===== src/rtl/pbc_pkg.sv =====
package pbc_pkg;
  typedef enum logic [1:0] {
    PB_RESET  = 2'd0,
    PB_IDLE   = 2'd1,
    PB_ACCESS = 2'd2,
    PB_HOLD   = 2'd3
  } pb_state_e;
endpackage


===== src/rtl/pbc_rstsync.sv =====
// Reset synchronizer: asserts asynchronously, releases after STAGES edges.
module pbc_rstsync #(
  parameter int STAGES = 2
) (
  input  logic clk,
  input  logic rst_n,
  output logic rst_n_sync
);
  logic [STAGES-1:0] sh_q;

  always_ff @(posedge clk or negedge rst_n) begin
    if (!rst_n) sh_q <= '0;
    else        sh_q <= {sh_q[STAGES-2:0], 1'b1};
  end

  assign rst_n_sync = sh_q[STAGES-1];
endmodule


===== src/rtl/pbc_clkdiv.sv =====
// Even divider producing a 50 % duty peripheral clock.
module pbc_clkdiv #(
  parameter int DIV = 8
) (
  input  logic clk,
  input  logic rst_n,
  output logic clk_out
);
  localparam int HALF = DIV / 2;
  localparam int CW   = (HALF > 1) ? $clog2(HALF) : 1;

  logic [CW-1:0] cnt_q, cnt_d;
  logic          out_q, out_d;
  logic          wrap;

  assign wrap = (cnt_q == CW'(HALF - 1));

  always_comb begin
    cnt_d = wrap ? '0 : cnt_q + CW'(1);
    out_d = wrap ? ~out_q : out_q;
  end

  always_ff @(posedge clk or negedge rst_n) begin
    if (!rst_n) begin
      cnt_q <= '0;
      out_q <= 1'b0;
    end else begin
      cnt_q <= cnt_d;
      out_q <= out_d;
    end
  end

  assign clk_out = out_q;
endmodule


===== src/rtl/pbc_seq.sv =====
// Access sequencer: reset pulse, request latch, ready wait with timeout,
// fixed hold window. One shared counter serves all three timed phases.
module pbc_seq
  import pbc_pkg::*;
#(
  parameter int ADDR_W     = 3,
  parameter int DATA_W     = 8,
  parameter int TMO_W      = 4,
  parameter int RST_CYCLES = 4,
  parameter int HOLD_CYC   = 2
) (
  input  logic              clk,
  input  logic              rst_n,
  input  logic              req_valid,
  input  logic              req_write,
  input  logic [ADDR_W-1:0] req_addr,
  input  logic [DATA_W-1:0] req_wdata,
  input  logic [TMO_W-1:0]  tmo_limit,
  input  logic              per_ready_n,
  input  logic [DATA_W-1:0] per_data_i,
  output logic              rsp_done,
  output logic              rsp_err,
  output logic [DATA_W-1:0] rsp_rdata,
  output logic              per_rst_n,
  output logic              per_sel_n,
  output logic              per_ce,
  output logic              per_we_n,
  output logic [ADDR_W-1:0] per_addr,
  output logic [DATA_W-1:0] per_data_o,
  output logic              per_data_oe
);
  localparam int RW    = $clog2(RST_CYCLES + 1);
  localparam int HW    = $clog2(HOLD_CYC + 1);
  localparam int RH    = (RW > HW) ? RW : HW;
  localparam int CNT_W = (TMO_W > RH) ? TMO_W : RH;

  pb_state_e         state_q, state_d;
  logic [CNT_W-1:0]  cnt_q, cnt_d;
  logic              done_q, done_d;
  logic              ld_req, fin, fin_err;
  logic              wr_q;
  logic [ADDR_W-1:0] addr_q;
  logic [DATA_W-1:0] wdata_q;
  logic [DATA_W-1:0] rdata_q;
  logic              err_q;
  logic              active;

  always_comb begin
    state_d = state_q;
    cnt_d   = cnt_q;
    done_d  = 1'b0;
    ld_req  = 1'b0;
    fin     = 1'b0;
    fin_err = 1'b0;
    case (state_q)
      PB_RESET: begin
        if (cnt_q == CNT_W'(RST_CYCLES - 1)) begin
          state_d = PB_IDLE;
          cnt_d   = '0;
        end else begin
          cnt_d = cnt_q + CNT_W'(1);
        end
      end
      PB_IDLE: begin
        if (req_valid) begin
          state_d = PB_ACCESS;
          cnt_d   = '0;
          ld_req  = 1'b1;
        end
      end
      PB_ACCESS: begin
        if (!per_ready_n) begin
          state_d = PB_HOLD;
          cnt_d   = '0;
          done_d  = 1'b1;
          fin     = 1'b1;
        end else if (cnt_q == CNT_W'(tmo_limit)) begin
          state_d = PB_HOLD;
          cnt_d   = '0;
          done_d  = 1'b1;
          fin     = 1'b1;
          fin_err = 1'b1;
        end else begin
          cnt_d = cnt_q + CNT_W'(1);
        end
      end
      PB_HOLD: begin
        if (cnt_q == CNT_W'(HOLD_CYC - 1)) begin
          state_d = PB_IDLE;
          cnt_d   = '0;
        end else begin
          cnt_d = cnt_q + CNT_W'(1);
        end
      end
      default: begin
        state_d = PB_RESET;
        cnt_d   = '0;
      end
    endcase
  end

  always_ff @(posedge clk or negedge rst_n) begin
    if (!rst_n) begin
      state_q <= PB_RESET;
      cnt_q   <= '0;
      done_q  <= 1'b0;
    end else begin
      state_q <= state_d;
      cnt_q   <= cnt_d;
      done_q  <= done_d;
    end
  end

  always_ff @(posedge clk or negedge rst_n) begin
    if (!rst_n) begin
      wr_q    <= 1'b0;
      addr_q  <= '0;
      wdata_q <= '0;
    end else if (ld_req) begin
      wr_q    <= req_write;
      addr_q  <= req_addr;
      wdata_q <= req_wdata;
    end
  end

  always_ff @(posedge clk or negedge rst_n) begin
    if (!rst_n) begin
      rdata_q <= '0;
      err_q   <= 1'b0;
    end else if (fin) begin
      err_q <= fin_err;
      if (fin_err)    rdata_q <= '1;
      else if (!wr_q) rdata_q <= per_data_i;
    end
  end

  assign active      = (state_q == PB_ACCESS) || (state_q == PB_HOLD);
  assign per_rst_n   = (state_q != PB_RESET);
  assign per_sel_n   = ~active;
  assign per_ce      = ~(active & wr_q);
  assign per_we_n    = ~(active & wr_q);
  assign per_data_oe = active & wr_q;
  assign per_addr    = addr_q;
  assign per_data_o  = wdata_q;
  assign rsp_done    = done_q;
  assign rsp_err     = err_q;
  assign rsp_rdata   = rdata_q;
endmodule


===== src/rtl/perbus_ctrl.sv =====
module perbus_ctrl #(
  parameter int ADDR_W      = 3,
  parameter int DATA_W      = 8,
  parameter int TMO_W       = 4,
  parameter int CLK_DIV     = 8,
  parameter int RST_CYCLES  = 4,
  parameter int HOLD_CYC    = 2,
  parameter int SYNC_STAGES = 2,
  parameter bit IS_SYS_CTRL = 1'b0
) (
  input  logic              clk,
  input  logic              rst_n,
  input  logic              req_valid,
  input  logic              req_write,
  input  logic [ADDR_W-1:0] req_addr,
  input  logic [DATA_W-1:0] req_wdata,
  input  logic [TMO_W-1:0]  tmo_limit,
  output logic              rsp_done,
  output logic              rsp_err,
  output logic [DATA_W-1:0] rsp_rdata,
  output logic              irq_n,
  output logic              per_clk,
  output logic              per_rst_n,
  output logic              per_sel_n,
  output logic              per_ce,
  output logic              per_we_n,
  output logic              per_sc,
  output logic [ADDR_W-1:0] per_addr,
  output logic [DATA_W-1:0] per_data_o,
  output logic              per_data_oe,
  input  logic [DATA_W-1:0] per_data_i,
  input  logic              per_ready_n,
  input  logic              per_irq_n
);
  logic rst_n_int;
  logic irq_q;

  pbc_rstsync #(.STAGES(SYNC_STAGES)) u_rst (
    .clk        (clk),
    .rst_n      (rst_n),
    .rst_n_sync (rst_n_int)
  );

  pbc_clkdiv #(.DIV(CLK_DIV)) u_div (
    .clk     (clk),
    .rst_n   (rst_n_int),
    .clk_out (per_clk)
  );

  pbc_seq #(
    .ADDR_W     (ADDR_W),
    .DATA_W     (DATA_W),
    .TMO_W      (TMO_W),
    .RST_CYCLES (RST_CYCLES),
    .HOLD_CYC   (HOLD_CYC)
  ) u_seq (
    .clk         (clk),
    .rst_n       (rst_n_int),
    .req_valid   (req_valid),
    .req_write   (req_write),
    .req_addr    (req_addr),
    .req_wdata   (req_wdata),
    .tmo_limit   (tmo_limit),
    .per_ready_n (per_ready_n),
    .per_data_i  (per_data_i),
    .rsp_done    (rsp_done),
    .rsp_err     (rsp_err),
    .rsp_rdata   (rsp_rdata),
    .per_rst_n   (per_rst_n),
    .per_sel_n   (per_sel_n),
    .per_ce      (per_ce),
    .per_we_n    (per_we_n),
    .per_addr    (per_addr),
    .per_data_o  (per_data_o),
    .per_data_oe (per_data_oe)
  );

  always_ff @(posedge clk or negedge rst_n_int) begin
    if (!rst_n_int) irq_q <= 1'b1;
    else            irq_q <= per_irq_n;
  end

  assign irq_n  = irq_q;
  assign per_sc = IS_SYS_CTRL;
endmodule


===== config.mk =====
export PLATFORM = sky130hd
export DESIGN_NAME = perbus_ctrl
export DESIGN_NICKNAME = d
export VERILOG_FILES = /design/src/rtl/pbc_pkg.sv /design/src/rtl/pbc_rstsync.sv /design/src/rtl/pbc_clkdiv.sv /design/src/rtl/pbc_seq.sv /design/src/rtl/perbus_ctrl.sv
export SDC_FILE = /design/constraint.sdc
export NUM_CORES = 1
export LEC_CHECK = 0
export ABC_AREA = 0
export ABC_CLOCK_PERIOD_IN_PS = 4200
export BUFFER_PORTS_ARGS = -buffer_cell sky130_fd_sc_hd__clkbuf_2
export CAP_MARGIN = 25
export CELL_PAD_IN_SITES_DETAIL_PLACEMENT = 0
export CELL_PAD_IN_SITES_GLOBAL_PLACEMENT = 1
export CORE_UTILIZATION = 30
export DETAILED_ROUTE_END_ITERATION = 10
export PLACE_DENSITY_LB_ADDON = 0.1
export SLEW_MARGIN = 20
export SYNTH_ARGS = -nofsm -noshare
export SYNTH_HDL_FRONTEND = slang
export SYNTH_SLANG_ARGS = --single-unit
export TNS_END_PERCENT = 1

===== constraint.sdc =====
create_clock -name clk -period 4.2 [get_ports clk]
set_clock_uncertainty 0.05 [all_clocks]
set_input_delay 0.84 -clock clk [delete_from_list [all_inputs] [get_ports clk]]
set_output_delay 0.84 -clock clk [all_outputs]
set_load 0.05 [all_outputs]

* Word-level counts from Yosys, hierarchy flattened
Cells that the tools add are included.
** Word-level totals
- Flip-flop bits (word level) :: 34
- Latch bits :: 0
- RAM bits :: 0
- Bits in read-only memories :: 0
- Output and inout port bits :: 29
- Logic and storage cells :: 57
- Memories kept :: 0
** Cells by class
- $add $sub $neg :: 2
- $mul :: 0
- Div/mod/pow operators :: 0
- $lt $le $gt $ge :: 0
- Equal/unequal tests :: 12
- Shifts and indexed selects :: 0
- Muxes and demuxes :: 22
- Bitwise operators :: 4
- Reduce and logical (&&, ||, !) cells :: 5
** Operator list (count)
- 2-to-1 mux 4 bit :: 5
- 2-to-1 mux 8 bit :: 2
- case mux 4 bit (4 select lines) :: 1
- 2-to-1 mux 2 bit :: 6
- case mux 2 bit (4 select lines) :: 1
- 2-to-1 mux 1 bit :: 7
- == test 2 bit (second input constant) :: 3
- != test 2 x 1 -> 1 bit (second input constant) :: 3
- adder 4 x 1 -> 4 bit (second input constant) :: 1
- == test 4 x 1 -> 1 bit (second input constant) :: 1
- == test 4 x 2 -> 1 bit (second input constant) :: 1
- == test 4 bit :: 1
- AND reduction 4 bit :: 1
- != test 3 x 2 -> 1 bit (second input constant) :: 1
- inverter 1 bit :: 3
- adder 2 x 1 -> 2 bit (second input constant) :: 1
- == test 2 x 1 -> 1 bit (second input constant) :: 1
- logical NOT 2 bit :: 1
- != test 2 bit (second input constant) :: 1
- AND reduction 2 bit :: 1
- nonzero test 2 bit :: 1
- bitwise AND 1 bit :: 1
- logical OR 1 bit :: 1

* Depth between registers and ports, before layout
Gate-level depths: netlist of the first run.
- Word-level depth :: 6
- Gate-level depth with buffers :: 7
- Mapped depth without buffers :: 6

* Hierarchy
From an unflattened synthesis of the first run, not the netlist that was laid out.
** Second synthesis, totals
- Cells, all modules :: 145
- Area total of the unflattened synthesis :: 1612.8 sq um
** By module, submodules not included
- pbc_seq :: times used 1, cells an instance 133, area an instance 1421.4 sq um, sequential area each 700.7 sq um
- pbc_clkdiv :: times used 1, cells an instance 6, area an instance 100.1 sq um, sequential area each 75.1 sq um
- pbc_rstsync :: times used 1, cells an instance 3, area an instance 53.8 sq um, sequential area each 50.0 sq um
- perbus_ctrl :: times used 1, cells an instance 3, area an instance 37.5 sq um, sequential area each 26.3 sq um

* Worst setup path after synthesis of the first run
No wires, ideal clock.
- Path type :: register to output
- Start :: register u_seq.state_q[0]
- End :: output per_data_oe
- Arrival time :: 2.524 ns
- Data required time :: 3.310 ns
- Slack :: 0.786 ns
- Stages on the path, launching flop included :: 5
- Buffers on the path :: 0
- Path through :: dfrtp_1 -> inv_1 -> ha_1 -> o21ai_0 -> inv_1
** On the way
- Longest elaborated chain between the ends :: 3
- Elaborated cells between the ends (all ways) :: 4
- Those cells by class :: eq/ne (2); bitwise (1); reduce/logical (1)
** RTL lines
- start: declaration :: line pbc_seq.sv:37 : pb_state_e state_q, state_d;
- start signal: assignment :: line pbc_seq.sv:108 : state_q <= state_d;
- == test 2 bit :: line pbc_seq.sv:137 : assign active = (state_q == PB_ACCESS) || (state_q == PB_HOLD);
- logical OR 1 bit (*) :: line pbc_seq.sv:137
- bitwise AND 1 bit (*) :: line pbc_seq.sv:142 : assign per_data_oe = active & wr_q;
- end: declaration :: line perbus_ctrl.sv:30 : output logic per_data_oe,
Mark *: on every way between the ends. The rest lies on a longest branch, timed or not.

* Final worst setup path of the first run
- Start :: register u_seq.state_q[0]
- End :: output per_we_n
** On the way
- Longest elaborated chain between the ends :: 4
- Elaborated cells between the ends (all ways) :: 5
- Those cells by class :: eq/ne (2); bitwise (2); reduce/logical (1)
** RTL lines
- == test 2 bit :: line pbc_seq.sv:137
- logical OR 1 bit (*) :: line pbc_seq.sv:137
- bitwise AND 1 bit (*) :: line pbc_seq.sv:141 : assign per_we_n = ~(active & wr_q);
- inverter 1 bit (*) :: line pbc_seq.sv:141
- end: declaration :: line perbus_ctrl.sv:26 : output logic per_we_n,
Marked as above.

==> results of run 1 <==
==> layout by cell type (no fill, tap or decap), drive strengths merged <==
cell,Yosys,layout
clkbuf,2,61
dfrtp,33,33
nand2,21,21
mux2,13,13
nand3,10,10
ha,8,8
inv,7,7
xor2,5,5
nor2,4,4
a21oi,4,4
o21ai,2,2
nor2b,2,2
or3b,2,2
conb,2,2
bufinv,0,2
a22o,2,2
and3,2,2
nor4,1,1
o21a,1,1
and2,1,1
o41ai,1,1
and2b,1,1
or4b,1,1
a221o,1,1
mux2i,1,1
o32ai,1,1
a22oi,1,1
o22ai,1,1
a21bo,1,1
nor3,1,1
a21o,1,1
nand3b,1,1
clkinv,0,1
dfstp,1,1
buf,4,1
==> state kept, by name, summed over array words and instances (netlist names) <==
| signal | flops |
|---|---|
| u_seq.per_data_o | 8 |
| u_seq.rsp_rdata | 8 |
| u_seq.cnt_q | 4 |
| u_seq.per_addr | 3 |
| u_div.cnt_q | 2 |
| u_rst.sh_q | 2 |
| u_seq.state_q | 2 |
| irq_n | 1 |
| u_div.clk_out | 1 |
| u_seq.rsp_done | 1 |
| u_seq.rsp_err | 1 |
| u_seq.wr_q | 1 |
==> per-stage QoR <==
stage | util, % | instance area (sq um) | setup WS [ns] | power, uW
after global routing | 40.4 | 2080 | 1.44 | 1970
after global placement | 37.8 | 1940 | 1.89 | 1500
final | 40.4 | 2080 | 1.52 | 1860
after CTS | 40.4 | 2080 | 1.51 | 1880
after floorplan | - | 1600 | 0.786 | 1300
after detailed placement | 37.8 | 1940 | 1.83 | 1510
==> worst max path at each step <==
stage                                            start     endpoint  cells after the start
after floorplan           u_seq.state_q[0]$_DFFE_PN0P_  per_data_oe                      4
after global placement    u_seq.state_q[0]$_DFFE_PN0P_       per_ce                      4
after detailed placement  u_seq.state_q[0]$_DFFE_PN0P_     per_we_n                      4
after CTS                 u_seq.state_q[0]$_DFFE_PN0P_     per_we_n                      4
after global routing      u_seq.state_q[0]$_DFFE_PN0P_       per_ce                      4
final                     u_seq.state_q[0]$_DFFE_PN0P_     per_we_n                      4
==> final cells by class <==
class                           count  area share [%]
Inverter                            7            1.26
Multi-Input combinational cell     92            33.1
Clock buffer                        5            3.31
Clock inverter                      3            3.31
Sequential cell                    34            41.0
Timing Repair Buffer               57            13.8
Tap cell                           70            4.21
==> layer usage <==
metal | wire length [um] | share of wire (%) | up-vias
li1 | - | - | 581
met1 | 1490 | 44 | 577
met4 | 36 | 1.1 | 0
met3 | 203 | 6.1 | 5
met2 | 1620 | 48 | 39
met5 | 0 | 0 | -
==> cell usage after synthesis, drive strengths merged (2+ instances only) <==
cell type and count:
nand2 21, conb 2, nand3 10, ha 8, nor2 4, xor2 5
a21oi 4, mux2 13, inv 7, dfrtp 33, and3 2, o21ai 2
or3b 2, clkbuf 2, a22o 2, nor2b 2, buf 4
==> power by group <==
part           internal (uW)  leakage (uW)  switching, uW  total (uW)
clock                    238     0.0000683            130         368
combinational            283      0.000610            681         964
sequential               449      0.000422           80.3         529
total                    970       0.00110            891        1860
==> cells by family (layout without fill, tap and decap cells) <==
kind of cell / after synthesis / count (layout)
simple gates: 47 / 47
flops: 34 / 34
compound gates: 16 / 16
mux: 14 / 14
buf+inv: 13 / 72
fa+ha+maj: 8 / 8
xor+xnor: 5 / 5
other cells: 2 / 2
==> flow_summary.toml, run 1 <==
[critical_path]
arrival_ns = 1.79
cp_cell_sequence = "inv_1 -> ha_1 -> o21ai_0 -> clkbuf_2"
critPathKind = "reg2out"
cp-start-kind = "flip-flop"
cp-end-kind = "output pin"
critPathMaxFanout = 8
reg2reg_slack_ns = 2.26
slowest_stage = "dfrtp_1"
rr_endpoint = "u_seq.state_q[1]$_DFFE_PN0P_"
r2r_cells = 5
worstPathRequired_ns = 3.31
r2r-start = "u_seq.state_q[1]$_DFFE_PN0P_"
critical-path-top-delay-family = "buffers and inverters"
critPathMaxStageDelay_ns = 0.38
cp.buffers_inverters = 2

[finish]
fill_cells = 550
multi_input_area_sq_um = 687
finalNonFillerCells = 268
fin_nets = 234
drive_gt1_share_pct = 43.9
antennaDiodeCount = 0
layout-area-overhead-vs-synth_pct = 29.7
area.sequential_sq_um = 852

[cts]
postCtsHoldBufs = 0
clk_pin_slew_ns = 0.08
cts_max_path_buffers = 2
cts_setup_buffers = 0
cts_tree = "done"
clk_latency_ns = 0.29
cts_made_buffers = 5
cts_max_level = 2
postCtsResizedCells = 0
cts_root_buffer = "clkbuf_8"
cts.sinks = 34

[synthesis]
synth_nets = 176
synth_xor_area_share_pct = 2.73
async_flop_share_pct = 100
yosys-top-cells-area = "dfrtp_1, mux2_2, ha_1"
dominantRegCellSynth = "dfrtp_1"
synth-compound-area-share_pct = 8.74
syn_inst = 139
yosysWarnings = 0
synth-seq-cells = 34
synth_top_family_by_area = "simple AND/OR/NAND/NOR gates"
synth.avg_cell_area_sq_um = 11.5
synth_top_area_share_pct = 51.5
yosys.cell_types.count = 38
synth_edf_count = 0
synth_adder_area_share_pct = 6.25
synthSimpleGateAreaFrac_pct = 14.7
synth_area_sq_mm = 0.00160
ys_seq_area_share_pct = 53.2
synth_top_cell_by_area = "dfrtp_1"
synthMuxAreaShare_pct = 9.99

[sta]
relSlewSlack_pct = 60.0
tightest_slew_ns = 0.600
setup_viol = 0
hold_ws_ns = 0.199
hold_viol_final = 0
fin_crit_sh_pct = 63.7
rsz0062_at_grt = "no"
post-route-min-period_ns = 2.68
clock.fmax_mhz = 374
tns_ns = 0
slew_viol_final = 0

[place]
port_buffers = 56
dp.cells = 260
dp_hpwl_um = 2520
place.gp.congestion = 0.763

[min_path]
hold_class = "reg2async"

[drt]
drc = 0
wl_per_cell_um = 12.5
routed_via_density = 4.49
vias = 1202
ant_nets = 0
wirelength_um = 3350
firstDrtPassIters = 4
first_iter_violations = 35

[floorplanning]
core_area_sq_mm = 0.00514
die_width_um = 75.1
dieArea_sq_mm = 0.00564
io_pins = 58
initial_core_util_pct = 31.2
die_h_um = 75.1
core.rowCount = 26

[global_route]
use_met3_pct = 4.42
grt_pass1_vias = 1172
grtUsageMet1_pct = 16.1
grt_util_met2_pct = 20.9
grt_overflow = 0
grt_pass1_wl_um = 5390
grt_start_max_net_pins = 18
grt_usage_pct = 13.0
top_usage_layer = "met2"
antenna_found_initial = 0

[power_and_ir_drop]
peakVddDrop_mv = 0.462
p_per_area_mw_per_mm2 = 896
p_leak_uw = 0.00110

[run]
maxCapViolations = 0

[outcome]
outcome = "finished, final reports clean"
No activity file was read; power rests on OpenSTA's default activity.
==> inputs of run 2 (changes only) <==
- ABC_AREA: 0 -> 1
- ABC_CLOCK_PERIOD_IN_PS: 4200 -> 2200
- clock period: 4.2 -> 2.2 ns (I/O delays scaled with it)
==> run 2 against run 1 <==
Global-route usage grew 0.12 points. Die area up 1.6%. Core utilization grew 1.1 points. Largest cell class unchanged. Critical path depth unchanged.
==> flow_summary.toml, run 2 <==
[power_and_ir_drop]
internal_power_uw = 1810
p_clk_share_pct = 19.4
seqPwrFrac_pct = 28.6
p_sw_share_pct = 49.5
combPwrFrac_pct = 52.0
p_leak_uw = 0.00122
p_switching_uw = 1770
p_per_area_mw_per_mm2 = 1670
peakVddDrop_mv = 0.791

[floorplanning]
core_area_sq_mm = 0.00517
die_width_um = 75.7
initial_core_util_pct = 31.5
die_h_um = 75.7
io_pins = 58
core.rowCount = 26
dieArea_sq_mm = 0.00573

[place]
dp_hpwl_um = 2520
dp.cells = 302
place.gp.congestion = 0.756
port_buffers = 56

[finish]
area.sequential_sq_um = 852
antennaDiodeCount = 0
final_common_cell = "nand2_1"
final_cell_mix = "nand2_1, clkbuf_2, dfrtp_1, inv_1, nand3_1"
fin_nets = 278
drive_gt1_share_pct = 35.1
multi_input_area_sq_um = 663
finalNonFillerCells = 312
layout-area-overhead-vs-synth_pct = 31.7
fill_cells = 536

[sta]
setup_viol = 0
rsz0062_at_grt = "no"
hold_viol_final = 0
fin_crit_sh_pct = 93.2
relSlewSlack_pct = 65.9
slew_viol_final = 0
tightest_slew_ns = 0.510
post-route-min-period_ns = 2.05
clock.fmax_mhz = 488
tns_ns = 0

[synthesis]
yosys.cell_types.count = 22
synth_edf_count = 0
synth_nets = 215
synth_top_cell_by_area = "dfrtp_1"
synth-seq-cells = 34
synthTopCellsByCount = "nand2_1, dfrtp_1, inv_1"
synth_top_area_share_pct = 50.7
yosys-top-cells-area = "dfrtp_1, nand2_1, mux2_2"
syn_inst = 178
yosys.cell_count.top_type = "nand2_1"
ys_seq_area_share_pct = 52.3
async_flop_share_pct = 100
synth.avg_cell_area_sq_um = 9.15
yosysWarnings = 0
dominantRegCellSynth = "dfrtp_1"
synth_area_sq_mm = 0.00163

[run]
maxCapViolations = 0

[critical_path]
r2r_cells = 8
cp-end-kind = "output pin"
reg2reg_slack_ns = 0.56
arrival_ns = 1.56
cp.buffers_inverters = 2
cp_cell_sequence = "inv_1 -> ha_1 -> o21ai_2 -> clkbuf_2"
critical-path-top-delay-family = "flip-flops"
r2r-start = "u_seq.state_q[0]$_DFFE_PN0P_"
critPathKind = "reg2out"
cp-start-kind = "flip-flop"
critPathMaxFanout = 5
slowest_stage = "dfrtp_1"
critPathMaxStageDelay_ns = 0.40
worstPathRequired_ns = 1.71
rr_endpoint = "u_seq.rsp_rdata[2]$_DFFE_PN0P_"
setup.worst_path.start = "u_seq.state_q[0]$_DFFE_PN0P_"

[cts]
cts_max_level = 2
postCtsHoldBufs = 2
cts_made_buffers = 5
cts_root_buffer = "clkbuf_8"
cts_max_path_buffers = 2
clk_pin_slew_ns = 0.08
clk_latency_ns = 0.28
cts_setup_buffers = 0
cts.sinks = 34
cts_tree = "done"
postCtsResizedCells = 0

[global_route]
grt_pass1_wl_um = 5510
grt_usage_pct = 13.1
antenna_found_initial = 0
grt_pass1_vias = 1212
grt_start_max_net_pins = 31
grt_overflow = 0

[drt]
vias = 1321
first_iter_violations = 63
wirelength_um = 3440
routed_via_density = 4.23
firstDrtPassIters = 5
ant_nets = 0
wl_per_cell_um = 11.0
drc = 0

[min_path]
hold_depth = 1
hold_class = "in2reg"
min_from = "per_irq_n"
holdPathEnd = "irq_n$_DFF_PN1_"

[outcome]
outcome = "finished, final reports clean"
==> run 2: power by group through the flow <==
| stage | Clock [uW] | Combinational [uW] | Sequential [uW] |
|---|---|---|---|
| floorplan | 0 | 807 | 1690 |
| global placement | 0 | 1880 | 1030 |
| detailed placement | 0 | 1870 | 1040 |
| CTS | 711 | 1890 | 1030 |
| global route | 733 | 2030 | 1060 |
| finish | 694 | 1860 | 1020 |
==> run 2: worst reg2reg max path: cells and delay by family, from the launching register on <==
family	cells	cell delay (ns)
buffers and inverters	2	0.19
DFF	1	0.42
adders and majority gates	1	0.27
and+or+nand+nor	5	0.67
==> run 2: metrics by stage <==
step | setup slack, ns | area, sq um | total power, uW | utilization, % | hold WS [ns]
final | 0.149 | 2150 | 3580 | 41.5 | 0.181
after CTS | 0.116 | 2150 | 3620 | 41.5 | 0.173
after detailed placement | 0.436 | 1990 | 2910 | 38.4 | -0.0165
after floorplan | 0.0945 | 1630 | 2500 | - | 0.0944
after global placement | 0.471 | 1990 | 2910 | 38.4 | -0.0117
after global routing | 0.0191 | 2150 | 3820 | 41.5 | 0.164
==> run 2: metal layers <==
layer / vias up / GRT usage, % / wire length [um]
li1: 672 / - / -
met1: 609 / 17.6 / 1670
met2: 38 / 19.9 / 1590
met3: 2 / 4.10 / 153
met4: 0 / 4.94 / 19
met5: - / 0 / 0
==> run 2: worst max-delay path by stage <==
| stage | endpoint | cells past startpoint |
|---|---|---|
| after floorplan | per_data_oe | 4 |
| after global placement | per_ce | 4 |
| after detailed placement | per_we_n | 4 |
| after CTS | per_we_n | 4 |
| after global routing | per_ce | 4 |
| final | per_we_n | 4 |
==> run 2: logic make-up (layout without fill, tap and decap cells) <==
| family | Yosys count | count (layout) | share of synthesized area [%] |
|---|---|---|---|
| AO/OA/AOI/OAI | 5 | 5 | 2.30 |
| XOR/XNOR | 3 | 3 | 1.61 |
| adder cells (fa/ha/maj) | 8 | 8 | 6.14 |
| buffers and inverters | 29 | 93 | 7.22 |
| flip-flops | 34 | 34 | 52.3 |
| multiplexers | 12 | 12 | 8.29 |
| other | 2 | 2 | 0.461 |
| AND/OR/NAND/NOR | 85 | 85 | 21.7 |
==> run 2: cell type report <==
cell class | count | area share (%)
Clock buffer | 5 | 3.21
Inverter | 26 | 4.55
Tap cell | 70 | 4.08
Clock inverter | 3 | 3.21
Sequential cell | 34 | 39.7
Timing Repair Buffer | 59 | 14.3
Multi-Input combinational cell | 115 | 30.9
